[config.mk]
export PLATFORM = sky130hd
export DESIGN_NAME = dma_irq_hub
export DESIGN_NICKNAME = d
export VERILOG_FILES = /design/src/rtl/dma_irq_pkg.sv /design/src/rtl/irq_evt_latch.sv /design/src/rtl/irq_combine.sv /design/src/rtl/irq_reg_file.sv /design/src/rtl/dma_irq_hub.sv
export SDC_FILE = /design/constraint.sdc
export NUM_CORES = 1
export LEC_CHECK = 0
export ABC_AREA = 1
export BUFFER_PORTS_ARGS = -buffer_cell sky130_fd_sc_hd__buf_2
export CORE_MARGIN = 3
export CORE_UTILIZATION = 45
export CTS_CLUSTER_DIAMETER = 50
export DETAILED_ROUTE_END_ITERATION = 6
export GPL_ROUTABILITY_DRIVEN = 0
export HOLD_SLACK_MARGIN = 0.05
export PLACE_DENSITY = 0.68
export SLEW_MARGIN = 10
export SYNTH_ARGS = -nofsm -noshare
export SYNTH_HDL_FRONTEND = slang
export SYNTH_SLANG_ARGS = --single-unit
[constraint.sdc]
create_clock -name clk -period 2 [get_ports clk]
set_input_delay 0.3 -clock clk [delete_from_list [all_inputs] [get_ports clk]]
set_output_delay 0.3 -clock clk [all_outputs]
set_load 0.01 [all_outputs]
[src/rtl/dma_irq_pkg.sv]
package dma_irq_pkg;
  localparam int NUM_CLASS = 3;

  typedef enum logic [1:0] {
    CLS_DONE = 2'd0,
    CLS_ERR1 = 2'd1,
    CLS_ERR2 = 2'd2
  } evt_class_e;

  localparam logic [11:0] OFF_SUMMARY = 12'h000;
  localparam logic [11:0] OFF_BUSY    = 12'h690;

  function automatic logic [11:0] stat_off(input int c);
    case (c)
      0:       return 12'h004;
      1:       return 12'h00C;
      default: return 12'h010;
    endcase
  endfunction

  function automatic logic [11:0] mask_off(input int c);
    case (c)
      0:       return 12'h018;
      1:       return 12'h020;
      default: return 12'h024;
    endcase
  endfunction

  function automatic logic [11:0] raw_off(input int c);
    case (c)
      0:       return 12'h600;
      1:       return 12'h608;
      default: return 12'h610;
    endcase
  endfunction
endpackage

[src/rtl/irq_evt_latch.sv]
module irq_evt_latch #(
  parameter int NUM_CH = 16
) (
  input  logic              clk,
  input  logic              rst,
  input  logic [NUM_CH-1:0] evt,
  input  logic [NUM_CH-1:0] clr,
  output logic [NUM_CH-1:0] raw
);
  // A new pulse takes priority over a clear of the same bit.
  always_ff @(posedge clk) begin
    if (rst) raw <= '0;
    else     raw <= (raw & ~clr) | evt;
  end
endmodule

[src/rtl/irq_combine.sv]
module irq_combine #(
  parameter int NUM_CH    = 16,
  parameter int NUM_CLASS = 3
) (
  input  logic                             clk,
  input  logic                             rst,
  input  logic [NUM_CLASS-1:0][NUM_CH-1:0] raw,
  input  logic [NUM_CLASS-1:0][NUM_CH-1:0] mask,
  output logic [NUM_CLASS-1:0][NUM_CH-1:0] stat,
  output logic [NUM_CH-1:0]                summary,
  output logic                             irq
);
  always_comb begin
    summary = '0;
    for (int c = 0; c < NUM_CLASS; c++) begin
      stat[c] = raw[c] & mask[c];
      summary = summary | stat[c];
    end
  end

  always_ff @(posedge clk) begin
    if (rst) irq <= 1'b0;
    else     irq <= |summary;
  end
endmodule

[src/rtl/irq_reg_file.sv]
module irq_reg_file
  import dma_irq_pkg::*;
#(
  parameter int NUM_CH    = 16,
  parameter int NUM_CLASS = 3,
  parameter int ADDR_W    = 12,
  parameter int DATA_W    = 32
) (
  input  logic                             clk,
  input  logic                             rst,
  input  logic                             bus_req,
  input  logic                             bus_wr,
  input  logic [ADDR_W-1:0]                bus_addr,
  input  logic [DATA_W-1:0]                bus_wdata,
  output logic [DATA_W-1:0]                bus_rdata,
  input  logic [NUM_CLASS-1:0][NUM_CH-1:0] raw,
  input  logic [NUM_CLASS-1:0][NUM_CH-1:0] stat,
  input  logic [NUM_CH-1:0]                summary,
  input  logic [NUM_CH-1:0]                busy,
  output logic [NUM_CLASS-1:0][NUM_CH-1:0] mask,
  output logic [NUM_CLASS-1:0][NUM_CH-1:0] clr
);
  localparam int PAD = DATA_W - NUM_CH;

  logic              wr_cyc;
  logic              rd_cyc;
  logic [NUM_CH-1:0] wbits;
  logic [NUM_CH-1:0] rd_sel;
  logic              unused_wbits;

  assign wr_cyc       = bus_req & bus_wr;
  assign rd_cyc       = bus_req & ~bus_wr;
  assign wbits        = bus_wdata[NUM_CH-1:0];
  assign unused_wbits = ^bus_wdata[DATA_W-1:NUM_CH];

  // Write-one-to-clear strobes, one vector per class
  always_comb begin
    for (int c = 0; c < NUM_CLASS; c++) begin
      clr[c] = (wr_cyc && bus_addr == ADDR_W'(raw_off(c))) ? wbits : '0;
    end
  end

  // Enable masks
  always_ff @(posedge clk) begin
    if (rst) begin
      mask <= '0;
    end else if (wr_cyc) begin
      for (int c = 0; c < NUM_CLASS; c++) begin
        if (bus_addr == ADDR_W'(mask_off(c))) mask[c] <= wbits;
      end
    end
  end

  // Read select; unmatched offsets fall through to zero
  always_comb begin
    rd_sel = '0;
    if (bus_addr == ADDR_W'(OFF_SUMMARY)) rd_sel = summary;
    if (bus_addr == ADDR_W'(OFF_BUSY))    rd_sel = busy;
    for (int c = 0; c < NUM_CLASS; c++) begin
      if (bus_addr == ADDR_W'(stat_off(c))) rd_sel = stat[c];
      if (bus_addr == ADDR_W'(mask_off(c))) rd_sel = mask[c];
      if (bus_addr == ADDR_W'(raw_off(c)))  rd_sel = raw[c];
    end
  end

  always_ff @(posedge clk) begin
    if (rst)         bus_rdata <= '0;
    else if (rd_cyc) bus_rdata <= {{PAD{1'b0}}, rd_sel};
  end
endmodule

[src/rtl/dma_irq_hub.sv]
module dma_irq_hub
  import dma_irq_pkg::*;
#(
  parameter int NUM_CH = 16,
  parameter int ADDR_W = 12,
  parameter int DATA_W = 32
) (
  input  logic              clk,
  input  logic              rst,
  input  logic              bus_req,
  input  logic              bus_wr,
  input  logic [ADDR_W-1:0] bus_addr,
  input  logic [DATA_W-1:0] bus_wdata,
  output logic [DATA_W-1:0] bus_rdata,
  input  logic [NUM_CH-1:0] tc_evt,
  input  logic [NUM_CH-1:0] err1_evt,
  input  logic [NUM_CH-1:0] err2_evt,
  input  logic [NUM_CH-1:0] ch_busy,
  output logic              irq
);
  logic [NUM_CLASS-1:0][NUM_CH-1:0] evt_v;
  logic [NUM_CLASS-1:0][NUM_CH-1:0] raw_v;
  logic [NUM_CLASS-1:0][NUM_CH-1:0] clr_v;
  logic [NUM_CLASS-1:0][NUM_CH-1:0] mask_v;
  logic [NUM_CLASS-1:0][NUM_CH-1:0] stat_v;
  logic [NUM_CH-1:0]                summary;

  assign evt_v[CLS_DONE] = tc_evt;
  assign evt_v[CLS_ERR1] = err1_evt;
  assign evt_v[CLS_ERR2] = err2_evt;

  for (genvar c = 0; c < NUM_CLASS; c++) begin : g_class
    irq_evt_latch #(.NUM_CH(NUM_CH)) u_latch (
      .clk (clk),
      .rst (rst),
      .evt (evt_v[c]),
      .clr (clr_v[c]),
      .raw (raw_v[c])
    );
  end

  irq_combine #(.NUM_CH(NUM_CH), .NUM_CLASS(NUM_CLASS)) u_combine (
    .clk     (clk),
    .rst     (rst),
    .raw     (raw_v),
    .mask    (mask_v),
    .stat    (stat_v),
    .summary (summary),
    .irq     (irq)
  );

  irq_reg_file #(
    .NUM_CH(NUM_CH), .NUM_CLASS(NUM_CLASS), .ADDR_W(ADDR_W), .DATA_W(DATA_W)
  ) u_regs (
    .clk       (clk),
    .rst       (rst),
    .bus_req   (bus_req),
    .bus_wr    (bus_wr),
    .bus_addr  (bus_addr),
    .bus_wdata (bus_wdata),
    .bus_rdata (bus_rdata),
    .raw       (raw_v),
    .stat      (stat_v),
    .summary   (summary),
    .busy      (ch_busy),
    .mask      (mask_v),
    .clr       (clr_v)
  );
endmodule

After elaboration in Yosys (flattened, before gate mapping)
Cells that the tools add are included.
Widths: inputs -> output; s select.

storage, ports and cells
  bits in registers = 113
  output and inout bits = 33
  word-level logic and storage cells = 66

operators by class
  equal/unequal tests = 13
  multiplexer cells = 20
  bitwise logic cells = 17
  reductions and logical operators = 8

operator list
  kind                  number
  $mux 16               14
  $and 16x16->16        6
  $or 16x16->16         5
  $mux 12               6
  $eq 12x11->1 const B  4
  $not 16->16           3
  $eq 12x12->1          3
  $eq 12x5->1 const B   2
  $eq 12x6->1 const B   2
  $reduce_or 16->1      1
  $eq 12x3->1 const B   1
  $eq 12x4->1 const B   1
  $logic_not 12->1      1
  $reduce_and 2->1      3
  $logic_and 1x1->1     3
  $and 1x1->1           2
  $not 1->1             1

Longest topological paths before layout
Gate-level depths: netlist of run 1.

  depth after elaboration = 14
  mapped depth = 16

Hierarchy
Synthesis of run 1 repeated with hierarchy kept, for this count alone.

second synthesis, totals
  cells, all modules = 1082
  area, all modules = 6951.7 um2

modules (own cells, without submodules)
  module         instances  cells an instance  area each (um2)
  irq_reg_file   1          708                4415.5
  irq_evt_latch  3          82                 656.9
  irq_combine    1          128                565.5

Worst setup path after synthesis of run 1
OpenSTA, ideal clock, no wires.

  path kind = input port to flip-flop
  from = input port bus_addr[5]
  to = register g_class[1].u_latch.raw[10]
  arrival time = 1.423 ns
  setup slack = 0.444 ns
  stages = 9
  cells stage by stage = nor2_1 -> nand2_2 -> nor2_1 -> nand3_1 -> inv_1 -> nand2_1 -> buf_2 -> o21ai_0 -> a21oi_1

on the way
  longest elaborated chain between the ends = 6

ends and longest elaborated chain
  what                  RTL line             RTL
  start, declared       dma_irq_hub.sv:12    input logic [ADDR_W-1:0] bus_addr,
  $eq 12x11->1          irq_reg_file.sv:39   clr[c] = (wr_cyc && bus_addr == ADDR_W'(raw_off(c))) ? wbits : '0;
  $logic_and 1x1->1     irq_reg_file.sv:39
  $mux 16               irq_reg_file.sv:39
  $not 16->16           irq_evt_latch.sv:13  else raw <= (raw & ~clr) | evt;
  $and 16x16->16        irq_evt_latch.sv:13
  $or 16x16->16         irq_evt_latch.sv:13
  end signal, assigned  irq_evt_latch.sv:13
  end, declared         irq_evt_latch.sv:8   output logic [NUM_CH-1:0] raw

Every way passes these cells.
A chain may end at the register's enable or synchronous reset.

Worst setup path in the final report of run 1
  from = register g_class[0].u_latch.raw[4]
  to = register u_regs.bus_rdata[4]

on the way
  longest elaborated chain between the ends = 14

ends and longest elaborated chain
  what                        RTL line             RTL
  start, declared             irq_evt_latch.sv:8
  start signal, assigned      irq_evt_latch.sv:13
  $and 16x16->16              irq_combine.sv:16    stat[c] = raw[c] & mask[c];
  $or 16x16->16 (2 in a row)  irq_combine.sv:17    summary = summary | stat[c];
  $mux 16                     irq_reg_file.sv:57   if (bus_addr == ADDR_W'(OFF_SUMMARY)) rd_sel = summary;
  $mux 16                     irq_reg_file.sv:58   if (bus_addr == ADDR_W'(OFF_BUSY)) rd_sel = busy;
  $mux 16                     irq_reg_file.sv:60   if (bus_addr == ADDR_W'(stat_off(c))) rd_sel = stat[c];
  $mux 16                     irq_reg_file.sv:61   if (bus_addr == ADDR_W'(mask_off(c))) rd_sel = mask[c];
  $mux 16 *                   irq_reg_file.sv:62   if (bus_addr == ADDR_W'(raw_off(c))) rd_sel = raw[c];
  $mux 16 *                   irq_reg_file.sv:60
  $mux 16 *                   irq_reg_file.sv:61
  $mux 16 *                   irq_reg_file.sv:62
  $mux 16 *                   irq_reg_file.sv:60
  $mux 16 *                   irq_reg_file.sv:61
  $mux 16 *                   irq_reg_file.sv:62
  end signal, assigned        irq_reg_file.sv:68   else if (rd_cyc) bus_rdata <= {{PAD{1'b0}}, rd_sel};
  end, declared               irq_reg_file.sv:15   output logic [DATA_W-1:0] bus_rdata,

Mark *: on every way between the ends. The rest lies on a longest branch, timed or not.

==> results of run 1 <==
## power by group through the flow
stage | Clock, mW | Combinational, mW | Sequential (mW)
2_1_floorplan | 0 | 0.211 | 2.41
3_3_place_gp | 0 | 0.364 | 2.43
3_5_place_dp | 0 | 0.368 | 2.43
4_1_cts | 3.75 | 0.371 | 2.39
5_1_grt | 3.88 | 0.417 | 2.40
6_report | 3.73 | 0.374 | 2.39
## metal layers
layer  track usage  routed length [um]  up-vias
met3        0.0643                1520       32
met5             0                   0        -
met1         0.350                8990     3140
li1              -                   -     3450
met2         0.425                9400      264
met4        0.0909                 561        0
## per-stage QoR
step	instance area [um^2]	hold WS (ns)	cells	total power [mW]	setup slack (ns)
6_report	8030	0.115	1319	6.49	0.394
5_1_grt	8030	0.106	1319	6.70	0.285
4_1_cts	8030	0.104	1319	6.51	0.414
3_5_place_dp	7300	0.452	1287	2.80	0.0703
3_3_place_gp	7300	0.451	1287	2.80	0.0975
2_1_floorplan	6390	0.434	996	2.62	0.444
## registers in the layout (all words and copies together), names as in the netlist
signal	flops
g_class.u_latch.raw	48
u_regs.mask	48
u_regs.bus_rdata	16
u_combine.irq	1
## synth_stat cells, types with 6 or more instances
cell	count	area (um^2)
dfxtp_1	113	2260
buf_2	8	40.0
o21ai_0	83	415
o21ai_1	11	55.1
a211oi_1	35	263
inv_2	9	33.8
buf_4	17	128
nand2_1	190	713
nor2_1	93	349
inv_1	162	608
nand3_1	87	435
nor2_2	6	37.5
clkbuf_1	22	82.6
nor2_4	8	90.1
nand4_1	28	175
a21oi_1	77	385
## cell families after synthesis
logic type             Yosys count  share of synthesized area
flip-flops                     113                      0.357
other                            1                   0.000592
buffers and inverters          224                      0.150
AND/OR/NAND/NOR                434                      0.311
AO/OA/AOI/OAI                  209                      0.180
## cell type report
| type | instances | area share |
|---|---|---|
| clock buffers | 24 | 0.0637 |
| multi-input cells | 659 | 0.395 |
| inverters | 172 | 0.0804 |
| flip-flops and latches | 113 | 0.282 |
| repair buffers | 167 | 0.125 |
| well taps | 176 | 0.0274 |
| clock inverters | 8 | 0.0273 |
## worst register-to-register path, stage by stage, from the launching register on
cell and delay, ns:
dfxtp_1 0.32, nand2_1 0.09, nand3_1 0.17, nand3_1 0.13
nand3_1 0.08, nor2_1 0.09, nand4_1 0.09, nor2_1 0.12
nand4_1 0.19, nand2_1 0.13, a21oi_1 0.06
## worst max path at each step
stage / start / slack [ns] / cells past startpoint / to
2_1_floorplan: bus_addr[5] / 0.44 / 9 / g_class[1].u_latch.raw[10]
3_3_place_gp: bus_addr[1] / 0.1 / 13 / u_regs.bus_rdata[2]
3_5_place_dp: bus_addr[1] / 0.07 / 13 / u_regs.bus_rdata[2]
4_1_cts: g_class[0].u_latch.raw[4] / 0.41 / 10 / u_regs.bus_rdata[4]
5_1_grt: g_class[0].u_latch.raw[4] / 0.29 / 10 / u_regs.bus_rdata[4]
6_report: g_class[0].u_latch.raw[4] / 0.39 / 10 / u_regs.bus_rdata[4]
==> impl_metrics.yaml, run 1 <==
logic_synthesis:
  synth-edff-count: 0
  synth_area_per_cell_um2: 6.45
  ys_types: 29
  synth_area_mm2: 0.00633
  synth_ff_type: "dfxtp_1"
  ys_seq_area_frac: 0.357
  ys_seq_elements: 113
  yosysWarningCount: 0
  synth_async_sr_flop_share: 0
  synthCells: 981
cts:
  cts_resized: 0
  clkSinkCount: 113
  path_clk_slew_ns: 0.06
  clock_path_buffers: 2
  tritoncts: "built"
  ctsHtreeMaxLevel: 4
  insertion_delay_ns: 0.42
  cts_buffers: 17
  cts_setup_buffers: 0
  holdBufCountCts: 0
  cts_root_buf: "clkbuf_16"
worst_hold_path:
  hold_class: "input pin to register"
  hold_depth: 3
  hp-start: "tc_evt[10]"
  worstHoldEndpoint: "g_class[0].u_latch.raw[10]"
setup_path:
  crit_path_frequent_cell: "nand3_1"
  cp_cell_sequence: "nand2_1 -> nand3_1 -> nand3_1 -> nand3_1 -> nor2_1 -> nand4_1 -> nor2_1 -> nand4_1 -> nand2_1 -> a21oi_1"
  r2r_start: "g_class[0].u_latch.raw[4]"
  crit_path_end_kind: "register"
  reg2reg_depth: 10
  slowest_stage: "dfxtp_1"
  r2r_end: "u_regs.bus_rdata[4]"
  crit_arrival_ns: 1.90
  rrSetupSlack_ns: 0.39
  critPathMaxStageDelay_ns: 0.32
  cp_max_fo: 3
  worst_path_dominant_cell_family: "simple AND/OR/NAND/NOR gates"
  path_class: "register to register"
  critPathLaunchType: "register"
  cp.required_ns: 2.29
  path_buf_inv: 0
routing:
  drc: 0
  via_per_inst: 5.22
  ant_nets: 0
  drtIter0Drc: 593
  routed_wirelength_um: 20500
  dr.pass1.iters: 7
  routed-via-count: 6886
  wl_per_cell_um: 15.5
timing:
  setup_violations: 0
  final_hold_viol_count: 0
  finalMaxSlewViolations: 0
  slew-limit-headroom: 0.602
  grt_setup_unrepaired: "false"
  fin_crit_ns: 1.61
  tightest_slew_ns: 0.596
  finalSetupTns_ns: 0
  fmax_mhz: 623
  finalClockSkew_ns: 0.00675
  final.period_utilization: 0.803
global_route:
  grt.total_usage: 0.265
  grt_max_degree: 42
  antenna_found_initial: 0
  gr-total-overflow: 0
  grt_pass1_wl_um: 33000
  first_global_vias: 6410
place:
  portBuffers: 112
  hpwl_um: 14800
finish:
  fillers: 1329
  n_antenna_cell: 0
  layout_commonest_cell: "nand2_1"
  final_cell_mix: "nand2_1 (190), inv_1 (162), dfxtp_1 (113), buf_2 (111), nor2_1 (93)"
  syn_to_final_growth_pct: 26.9
  final_nets: 1242
  multi_input_area_mm2: 0.00317
  utilization: 0.595
  seq_area_mm2: 0.00226
  drive_above_1_share: 0.206
pwr:
  p_seq_frac: 0.368
  leakage_nw: 3.71
  ir_worst_vdd_v: 0.000606
  clkPwrFrac: 0.574
  power_switching_share: 0.210
  p_int_mw: 5.13
  switching_power_mw: 1.36
  p_comb_frac: 0.058
  pwr_density_cell_mw_per_mm2: 808
floorplanning:
  die-area_mm2: 0.0155
  ios: 145
  rows: 42
  die_width_um: 125
  core_mm2: 0.0135
  die_h_um: 125
  start_util: 0.469
outcome:
  status: "complete, no violations"
run:
  maxCapViolCount: 0
No activity file was read; power rests on OpenSTA's default activity.
==> inputs of run 2 (changes only) <==
- PLACE_DENSITY: 0.68 -> 0.71
- clock period: 2 -> 1.4 ns (I/O delays scaled with it)
==> run 2 against run 1 <==
Hold slack worse by 0.047 ns. Count of clock-buffer cells in the layout rose by 1. Die area did not move. Sequential power grew 43%. Critical path type unchanged. Clock power increased by 12%. Flip-flop and latch count is the same. The flow now finishes with violations (negative setup slack). Utilization rose by 9.8 points. Fmax increased by 10%. Global-route usage rose by 2.1 points. Via count grew 10%. Register-to-register slack worse by 0.45 ns. Wire length increased by 10%.
==> impl_metrics.yaml, run 2 (same netlist as run 1, synthesis figures left out) <==
pwr:
  power_switching_share: 0.230
  ir_worst_vdd_v: 0.000838
  switching_power_mw: 1.93
  leakage_nw: 4.43
  p_seq_frac: 0.406
  p_comb_frac: 0.098
  clkPwrFrac: 0.496
  p_int_mw: 6.46
  pwr_density_cell_mw_per_mm2: 896
finish:
  syn_to_final_growth_pct: 47.8
  layout_commonest_cell: "nand2_1"
  n_antenna_cell: 0
  drive_above_1_share: 0.295
  seq_area_mm2: 0.00228
  final_nets: 1370
  final_cell_mix: "nand2_1 (173), inv_1 (159), buf_4 (121), buf_2 (111), dfxtp_1 (96)"
  finalInstanceArea_mm2: 0.00936
  multi_input_area_mm2: 0.00341
  fillers: 1103
  largest_registers: "g_class.u_latch.raw x48, u_regs.mask x48, u_regs.bus_rdata x16"
cts:
  insertion_delay_ns: 0.42
  path_clk_slew_ns: 0.05
  cts_root_buf: "clkbuf_16"
  tritoncts: "built"
  clkSinkCount: 113
  clock_path_buffers: 2
  ctsHtreeMaxLevel: 4
  cts_buffers: 17
outcome:
  violations: "negative setup slack"
  status: "complete, but fails checks"
place:
  portBuffers: 112
  hpwl_um: 15600
  pre_cts_ws_ns: -0.394
  dpl-instance-area_mm2: 0.00797
timing:
  grt_setup_unrepaired: "true"
  final.period_utilization: 1.04
  fmax_mhz: 685
  finalClockSkew_ns: 0.00471
  setup_violations: 4
  fin_crit_ns: 1.46
  final_hold_viol_count: 0
  hold_ws_ns: 0.0677
  finalMaxSlewViolations: 0
  worst_slack_ns: -0.0601
setup_path:
  critPathMaxStageDelay_ns: 0.44
  slowest_stage: "nor4_1"
  critPathLaunchType: "register"
  path_buf_inv: 0
  worst_path_dominant_cell_family: "simple AND/OR/NAND/NOR gates"
  cp.required_ns: 1.63
  cp_max_fo: 2
  crit_path_end_kind: "register"
  cp_cell_sequence: "nand2_1 -> nand3_1 -> nor4_1 -> a41oi_1"
  path_class: "register to register"
  crit_arrival_ns: 1.69
floorplanning:
  rows: 42
  die-area_mm2: 0.0155
  core_mm2: 0.0135
  ios: 145
  start_util: 0.469
  die_h_um: 125
  die_width_um: 125
global_route:
  gr-total-overflow: 0
  first_global_vias: 7310
  grt_pass1_wl_um: 35600
  grt.total_usage: 0.286
  antenna_found_initial: 0
  grt_max_degree: 33
run:
  maxCapViolCount: 0
routing:
  routed-via-count: 7589
  wl_met2_um: 10400
  wl_met1_um: 9380
  drc: 0
  ant_nets: 0
  wl_met3_um: 1950
  dr.pass1.iters: 5
  drtIter0Drc: 629
  highest_layer: "met4"
  wl_per_cell_um: 15.6
  routed_wirelength_um: 22600
  via_per_inst: 5.25
worst_hold_path:
  hold_class: "input pin to register"
[run 2: cell types whose count changed in the layout (fill, tap and decap cells not counted), sizes merged]
cell / previous run / this run
buf: 167 / 248
clkbuf: 24 / 25
bufinv: 7 / 2
inv: 171 / 170
dlygate4sd3: 0 / 47
clkinv: 2 / 6
[run 2: per-layer routing]
layer | GRT usage | up-vias
met5 | 0 | -
met4 | 0.127 | 0
met3 | 0.0635 | 65
met2 | 0.465 | 356
met1 | 0.362 | 3453
li1 | - | 3715
[run 2: layout make-up]
type                    count  share of cell area
well taps                 176              0.0235
clock buffers              25              0.0519
multi-input cells         659               0.364
inverters                 172              0.0706
flip-flops and latches    113               0.244
repair buffers            295               0.237
clock inverters             6             0.00855
[run 2: final timing paths]
| check | cells after the start | from | slack (ns) | endpoint |
|---|---|---|---|---|
| hold reg to reg | 2 | u_regs.bus_rdata[11] | 0.46 | u_regs.bus_rdata[11] |
| setup reg to reg | 4 | g_class[1].u_latch.raw[9] | -0.06 | u_combine.irq |
| setup / recovery | 4 | g_class[1].u_latch.raw[9] | -0.06 | u_combine.irq |
| hold / removal | 3 | err2_evt[0] | 0.07 | g_class[2].u_latch.raw[0] |
[run 2: worst min-delay path: stages]
cell	delay, ns
buf_2	0.10
inv_1	0.05
a21oi_1	0.07
[run 2: power groups by stage]
stage	clock network (mW)	registers [mW]	logic (mW)
after CTS	4.21	3.40	0.789
after floorplan	0	3.44	0.303
after global placement	0	3.45	0.678
final	4.16	3.41	0.823
after global routing	4.38	3.41	0.901
after detailed placement	0	3.45	0.685
[run 2: repair_timing]
action	4_1_cts	5_1_grt
setup endpoints to repair	5	33
setup buffers	1	7
resized for setup	23	70
pin swaps	15	34
hold buffers	47	0
endpoints found under the hold margin	47	0
[run 2: per-stage QoR]
stage / instances / utilization / power (mW) / setup TNS [ns]
after floorplan: 996 / - / 3.75 / -0.0496
after global placement: 1360 / 0.590 / 4.13 / -25.91
after detailed placement: 1360 / 0.590 / 4.14 / -28.57
after CTS: 1439 / 0.673 / 8.39 / -0.0340
after global routing: 1446 / 0.693 / 8.69 / -0.749
final: 1446 / 0.693 / 8.39 / -0.0784
